[src/rtl/cbrt_pkg.sv]
package cbrt_pkg;

    // Width of a counter that must reach the value n.
    function automatic int unsigned cnt_width(input int unsigned n);
        return (n < 2) ? 1 : $clog2(n + 1);
    endfunction

    // Bits of operand consumed on each step.
    localparam int unsigned DIGIT_BITS = 3;

endpackage

[src/rtl/cbrt_ctrl.sv]
module cbrt_ctrl
    import cbrt_pkg::*;
#(
    parameter int unsigned STEPS = 4
) (
    input  logic clk,
    input  logic rst,
    input  logic start_i,
    output logic load_o,
    output logic step_o,
    output logic busy_o,
    output logic done_o
);
    localparam int unsigned CW = cnt_width(STEPS);

    logic [CW-1:0] cnt_q;
    logic          busy_q;
    logic          done_q;

    assign load_o = start_i && !busy_q;
    assign step_o = busy_q;
    assign busy_o = busy_q;
    assign done_o = done_q;

    always_ff @(posedge clk) begin
        if (rst) begin
            cnt_q  <= '0;
            busy_q <= 1'b0;
            done_q <= 1'b0;
        end else if (load_o) begin
            cnt_q  <= '0;
            busy_q <= 1'b1;
            done_q <= 1'b0;
        end else if (busy_q) begin
            cnt_q <= cnt_q + 1'b1;
            if (cnt_q == CW'(STEPS - 1)) begin
                busy_q <= 1'b0;
                done_q <= 1'b1;
            end else begin
                done_q <= 1'b0;
            end
        end else begin
            done_q <= 1'b0;
        end
    end
endmodule

[src/rtl/cbrt_step.sv]
module cbrt_step
    import cbrt_pkg::*;
#(
    parameter int unsigned OPW = 12,
    parameter int unsigned RTW = OPW / 3
) (
    input  logic [OPW-1:0]          rem_i,
    input  logic [DIGIT_BITS-1:0]   digit_i,
    input  logic [RTW-1:0]          root_i,
    input  logic [2*RTW-1:0]        sq_i,
    output logic [OPW-1:0]          rem_o,
    output logic [RTW-1:0]          root_o,
    output logic [2*RTW-1:0]        sq_o
);
    localparam int unsigned TW  = OPW + DIGIT_BITS;
    localparam int unsigned SQW = 2 * RTW;

    logic [TW-1:0] rem_sh;
    logic [TW-1:0] sq_x;
    logic [TW-1:0] rt_x;
    logic [TW-1:0] sq_term;
    logic [TW-1:0] rt_term;
    logic [TW-1:0] trial;
    logic [TW-1:0] diff;
    logic          take;

    always_comb begin
        rem_sh  = {rem_i, digit_i};
        sq_x    = TW'(sq_i);
        rt_x    = TW'(root_i);
        // 12*r^2 and 6*r+1, built from shifts
        sq_term = (sq_x << 3) + (sq_x << 2);
        rt_term = (rt_x << 2) + (rt_x << 1) + TW'(1);
        trial   = sq_term + rt_term;
        take    = (rem_sh >= trial);
        diff    = rem_sh - trial;
        rem_o   = OPW'(take ? diff : rem_sh);
        root_o  = RTW'({root_i, take});
        // (2r+b)^2 = 4r^2 + b*(4r+1)
        sq_o    = take ? ((sq_i << 2) + (SQW'(root_i) << 2) + SQW'(1))
                       : (sq_i << 2);
    end
endmodule

[src/rtl/cbrt_serial.sv]
module cbrt_serial
    import cbrt_pkg::*;
#(
    parameter int unsigned OPW = 12
) (
    input  logic             clk,
    input  logic             rst,
    input  logic             start_i,
    input  logic [OPW-1:0]   operand_i,
    output logic             busy_o,
    output logic             done_o,
    output logic [OPW/3-1:0] root_o,
    output logic [OPW-1:0]   rem_o
);
    localparam int unsigned STEPS = OPW / DIGIT_BITS;
    localparam int unsigned RTW   = STEPS;
    localparam int unsigned SQW   = 2 * RTW;

    logic load, step;

    logic [OPW-1:0] opr_q, rem_q, rem_nx;
    logic [RTW-1:0] root_q, root_nx;
    logic [SQW-1:0] sq_q, sq_nx;

    cbrt_ctrl #(.STEPS(STEPS)) u_ctrl (
        .clk     (clk),
        .rst     (rst),
        .start_i (start_i),
        .load_o  (load),
        .step_o  (step),
        .busy_o  (busy_o),
        .done_o  (done_o)
    );

    cbrt_step #(.OPW(OPW), .RTW(RTW)) u_step (
        .rem_i   (rem_q),
        .digit_i (opr_q[OPW-1 -: DIGIT_BITS]),
        .root_i  (root_q),
        .sq_i    (sq_q),
        .rem_o   (rem_nx),
        .root_o  (root_nx),
        .sq_o    (sq_nx)
    );

    always_ff @(posedge clk) begin
        if (rst) begin
            opr_q  <= '0;
            rem_q  <= '0;
            root_q <= '0;
            sq_q   <= '0;
        end else if (load) begin
            opr_q  <= operand_i;
            rem_q  <= '0;
            root_q <= '0;
            sq_q   <= '0;
        end else if (step) begin
            opr_q  <= opr_q << DIGIT_BITS;
            rem_q  <= rem_nx;
            root_q <= root_nx;
            sq_q   <= sq_nx;
        end
    end

    assign root_o = root_q;
    assign rem_o  = rem_q;
endmodule

[config.mk]
export PLATFORM = sky130hd
export DESIGN_NAME = cbrt_serial
export DESIGN_NICKNAME = d
export VERILOG_FILES = /design/src/rtl/cbrt_pkg.sv /design/src/rtl/cbrt_ctrl.sv /design/src/rtl/cbrt_step.sv /design/src/rtl/cbrt_serial.sv
export SDC_FILE = /design/constraint.sdc
export NUM_CORES = 1
export LEC_CHECK = 0
export ABC_AREA = 1
export CORE_MARGIN = 10
export CORE_UTILIZATION = 55
export CTS_CLUSTER_DIAMETER = 150
export CTS_CLUSTER_SIZE = 40
export DETAILED_ROUTE_END_ITERATION = 7
export GPL_TIMING_DRIVEN = 0
export HOLD_SLACK_MARGIN = 0.12
export PLACE_DENSITY = 0.83
export SYNTH_ARGS = -nofsm -noshare
export SYNTH_HDL_FRONTEND = slang
export SYNTH_SLANG_ARGS = --single-unit
[constraint.sdc]
create_clock -name clk -period 4.57 [get_ports clk]
set_clock_uncertainty 0.15 [all_clocks]
set_input_delay 1.371 -clock clk [delete_from_list [all_inputs] [get_ports clk]]
set_output_delay 1.371 -clock clk [all_outputs]
set_load 0.01 [all_outputs]
# Yosys cells after proc, flatten, opt, wreduce, memory -nomap -nowiden
# Cells that the tools add are included.
# totals
reg_bits,41
latchBits,0
ram_bits,0
rom_bits,0
wordCells,31
mem_count,0
# classes
n_addsub,8
mul,0
n_div,0
magnitude_cmp,1
eq_ne,1
shifts,0
n_mux,8
bitwise,1
reduce_logical,5
# op_table
op,n
$mux 12,3
$add 12x15->15,1
$add 15x1->15 const B,1
$ge 15x15->1,1
$add 11x10->12,1
$sub 12x12->12,1
$add 8x1->8 const B,1
$add 8x6->8,1
$mux 8,1
$add 6x5->7,1
$mux 1,4
$add 3x1->3 const B,1
$eq 3x2->1 const B,1
$reduce_or 3->1,1
$reduce_bool 2->1,1
$reduce_or 2->1,1
$logic_and 1x1->1,1
$logic_not 1->1,1
$not 1->1,1

# Longest topological paths before layout
# depth
word_depth,5
mapped_depth,27
mapped_depth_nobuf,26

# By module
# A second synthesis with hierarchy kept.
# hier_totals
cells_unflattened,530
area_unflattened_um2,3505.9
# modules_own_cells
module,instances,cells_per_inst,area_each_um2,seq_area_each_um2
cbrt_step,1,295,1800.5,0.0
cbrt_serial,1,202,1455.1,720.7
cbrt_ctrl,1,33,250.2,100.1

# Worst setup path before layout
# OpenSTA, ideal clock, no wires.
# synth_timing
path_kind,reg2reg
startpoint,register root_q[2] (netlist: root_o[2])
endpoint,register rem_q[0] (netlist: rem_o[0])
t_arrival_ns,3.837
required_ns,4.311
slack_ns,0.474
path_stages_with_launch,25
cell_sequence,dfxtp_1 -> ha_1 -> a21oi_1 -> nor2_1 -> nor2_1 -> xnor2_1 -> fa_1 -> ha_1 -> a21oi_1 -> o21ai_0 -> nand2_1 -> o311ai_0 -> xnor2_1 -> ha_1 -> nand2_1 -> inv_1 -> nand2_1 -> a21oi_2 -> nor2_4 -> nand2_4 -> buf_8 -> a21oi_2 -> o21ai_1 -> nand2_1 -> inv_1
# synth_via
elab_chain_cells,5
# synth_lines
element,line,rtl
from (decl),cbrt_serial.sv:22,"logic [RTW-1:0] root_q, root_nx;"
from (signal assigned),cbrt_serial.sv:59,root_q <= root_nx;
$add 6x5->7,cbrt_step.sv:33,rt_term = (rt_x << 2) + (rt_x << 1) + TW'(1);
$add 15x1->15,cbrt_step.sv:33,
$add 12x15->15,cbrt_step.sv:34,trial = sq_term + rt_term;
$ge 15x15->1,cbrt_step.sv:35,take = (rem_sh >= trial);
$mux 12,cbrt_step.sv:37,rem_o = OPW'(take ? diff : rem_sh);
to (signal assigned),cbrt_serial.sv:58,rem_q <= rem_nx;
to (decl),cbrt_serial.sv:21,"logic [OPW-1:0] opr_q, rem_q, rem_nx;"
# Every way passes these cells.
# A chain may end at the register's enable or synchronous reset.

# Final worst setup path
# layout_timing
startpoint,register root_q[0] (netlist: root_o[0])
endpoint,register rem_q[10] (netlist: rem_o[10])
# layout_via
elab_chain_cells,5
word_cells_on_any_way,6
classes_between,add/sub (4); order compare (1); mux (1)
# layout_lines
element,line
$add 6x5->7 (*),cbrt_step.sv:33
$add 15x1->15 (*),cbrt_step.sv:33
$add 12x15->15 (*),cbrt_step.sv:34
$sub 12x12->12 or $ge 15x15->1 (tied branches),"cbrt_step.sv:36, cbrt_step.sv:35"
$mux 12 (*),cbrt_step.sv:37
# Every way passes the cells marked *; elsewhere a longest branch is shown, timed or not.

==> impl_metrics.tcl <==
set metrics [dict create \
    status "complete, no violations" \
    timing.critical_path.fanout_max 10 \
    wl_um 8480 \
    seq_area_frac_synth_pct 24.7 \
    layout_min_cycle_time_ns 4.38 \
    drtPass1Iterations 5 \
    grt_pass1_wl_um 12800 \
    slowest_stage "fa_1" \
    crit_end "rem_o[10]" \
    gr-usage-all-layers_pct 17.2 \
    holdBufCountCts 0 \
    max_freq_ghz 0.228 \
    cts.clk_slew.worst_paths_ns 0.08 \
    startpoint "root_o[0]" \
    fin_area_um2 3860 \
    p_leak_nw 1.83 \
    r2r.worst_path.cells 23 \
    fin_setup_tns_ns 0 \
    critPathKind "reg2reg" \
    cts-root-buf "clkbuf_8" \
    clock_sinks 39 \
    syn_area_per_cell_um2 6.88 \
    vias_per_cell 5.47 \
    wl_per_cell_um 14.6 \
    power_density_nw_per_um2 702 \
    cts_htree_levels 2 \
    setup_viol 0 \
    cp_cell_sequence "ha_4, fa_2, a21oi_2, fa_1, inv_1, ha_1, nand2_1, nand3_2, a21oi_1, o21bai_1, buf_4, xor2_1, ha_1, nand2_1, nor2_2, nand3_1, nand2_1, nor2_4, nand2_4, buf_12, nand3_1, nand2_1, a21oi_1" \
    layout_setup_ws_ns 0.192 \
    die_h_um 95.8 \
    path_buf_inv 3 \
    gp_congestion 0.902 \
    antenna_found_initial 0 \
    worstSetupEndpointType "register" \
    critPathRequiredTime_ns 4.57 \
    place_area_um2 3570 \
    grt_max_degree 13 \
    period_share_pct 95.8 \
    final_antenna_net_count 0 \
    syn_to_final_growth_pct 22.2 \
    diodes 0 \
    cts_tree "done" \
    ir_drop_mv 0.542 \
    post-place-ws_ns 0.0374 \
    cap_violations 0 \
    final_nets 560 \
    drt_iter0_drc 205 \
    syn_nets 512 \
    io_pins 33 \
    portBuffers 32 \
    grt_overflow 0 \
    yosys_warnings 0 \
    ctsLongestPathBuffers 2 \
    cts_buffers 5 \
    hp-class "reg2reg" \
    die_width_um 95.8 \
    vias 3168 \
    dp_hpwl_um 6170 \
    r2r-start "root_o[0]" \
    crit_arrival_ns 4.38 \
    grt_pass1_vias 2777 \
    regToRegEndpoint "rem_o[10]" \
    start_util_pct 57.0 \
    synth.distinct_cells 38 \
    netlist_area_um2 3160 \
    drv_slew 0 \
    worst_path_most_repeated_cell "nand2_1" \
    drive_above_1_share_pct 13.4 \
    coreArea_um2 5540 \
    worst_slew_pin_slew_ns 0.635 \
    setup.worst_path.start_class "register" \
    critPathTopFamily "adder cells" \
    synth_seq_cells 39 \
    rows 27 \
    route.detailed.drc 0 \
    relSlewSlack_pct 57.7 \
    die_area_um2 9170 \
    max_stage_delay_ns 0.44 \
    finalHoldViolations 0 \
    clock_latency_ns 0.29 \
    synth_cells 459 \
    path_depth 23 \
    rrSetupSlack_ns 0.19 \
]
[cells in the final DEF (no fill, tap or decap), types with 3 or more instances in the layout]
cell type / netlist / layout
nor2_2: 3 / 3
clkbuf_8: 0 / 5
ha_1: 33 / 29
o21ai_2: 2 / 3
buf_2: 3 / 3
nand4_1: 3 / 3
clkdlybuf4s50_1: 0 / 32
inv_1: 64 / 64
buf_4: 4 / 12
nand2_4: 3 / 3
dfxtp_1: 39 / 35
clkbuf_1: 5 / 5
and2_1: 4 / 4
nand2_2: 4 / 5
dfxtp_4: 0 / 3
fa_1: 5 / 4
nand3b_1: 11 / 11
a21oi_2: 10 / 13
ha_4: 0 / 4
nand3_1: 38 / 37
o221ai_1: 3 / 3
xor2_1: 3 / 3
o211ai_1: 3 / 3
a21oi_1: 29 / 25
xnor2_1: 10 / 9
nor2_1: 30 / 30
nand2_1: 132 / 131
[worst min path at each step]
stage	depth (start not counted)	slack [ns]	start	endpoint
3_5_place_dp	2	0.31	opr_q[0]	opr_q[0]
6_report	2	0.32	opr_q[0]	opr_q[0]
5_1_grt	2	0.33	opr_q[0]	opr_q[0]
2_1_floorplan	2	0.29	opr_q[0]	opr_q[0]
4_1_cts	2	0.32	opr_q[0]	opr_q[0]
3_3_place_gp	2	0.30	opr_q[0]	opr_q[0]
[repair_timing]
action / in CTS / in global routing
resized for setup: 3 / 22
buffers inserted: 0 / 9
pin swaps: 0 / 15
setup endpoints to repair: 16 / 19
[through the flow]
step	instances	utilization (%)	hold WS, ns	power [mW]
CTS	570	66.4	0.320	2.55
floorplan	459	-	0.288	1.81
global placement	563	64.4	0.303	2.21
detailed placement	563	64.4	0.308	2.26
global route	579	69.6	0.334	2.91
finish	579	69.6	0.319	2.71
[state kept, by name, summed over array words and instances (netlist names)]
register       count
opr_q             12
rem_o             12
root_o             4
sq_q               6
u_ctrl.busy_o      1
u_ctrl.cnt_q       3
u_ctrl.done_o      1
[worst min-delay path, delay by kind of cell, from the launching register on]
| family | cells | cell delay, ns |
|---|---|---|
| simple gates | 1 | 0.06 |
| flops | 1 | 0.32 |
| compound gates | 1 | 0.05 |
[logic make-up after synthesis]
| logic type | synth area share, % |
|---|---|
| DFF | 24.7 |
| buffers and inverters | 10.6 |
| and+or+nand+nor | 33.1 |
| xor gates and xnor gates | 3.61 |
| adders and majority gates | 16.3 |
| AOI/OAI and AO/OA | 11.7 |
[final cells by class]
| type | count | area (µm²) |
|---|---|---|
| plain buffers | 14 | 98.8 |
| clock buffers | 5 | 68.8 |
| clock inverters | 2 | 37.5 |
| fillers | 462 | 1680 |
| inverters | 65 | 244 |
| multi-input cells | 341 | 2140 |
| flip-flops and latches | 39 | 793 |
| well taps | 72 | 90.1 |
| repair buffers | 41 | 388 |
[power by group]
part | switching (mW) | internal [mW]
clock | 0.129 | 0.160
sequential | 0.0657 | 0.396
combinational | 1.14 | 0.813
[synthesized netlist by cell type (all sizes together)]
cell / number / area (µm²)
a21boi: 1 / 7.51
ha: 33 / 413
nand2: 139 / 554
buf: 9 / 71.3
nand3b: 11 / 82.6
dfxtp: 39 / 781
o221ai: 3 / 26.3
fa: 5 / 100
xor2: 3 / 26.3
a21oi: 39 / 233
and2: 4 / 25.0
o22ai: 1 / 12.5
o311ai: 1 / 8.76
nor2: 34 / 143
nand3: 39 / 200
clkbuf: 5 / 18.8
clkinv: 1 / 3.75
inv: 64 / 240
or2: 1 / 6.26
xnor2: 10 / 87.6
o21bai: 2 / 15.0
o211ai: 3 / 22.5
nand4: 3 / 18.8
nor3: 2 / 15.0
o21a: 1 / 7.51
o21ai: 6 / 37.5
[per-layer routing]
metal	track usage, %	routed length [µm]	up-vias	share of wire [%]
li1	-	-	1563	-
met1	21.4	3570	1473	42
met2	28.8	4190	111	49
met3	3.66	529	21	6.2
met4	5.90	195	0	2.3
met5	0	0	-	0
Note: power is estimated with default switching activity, not from simulation.
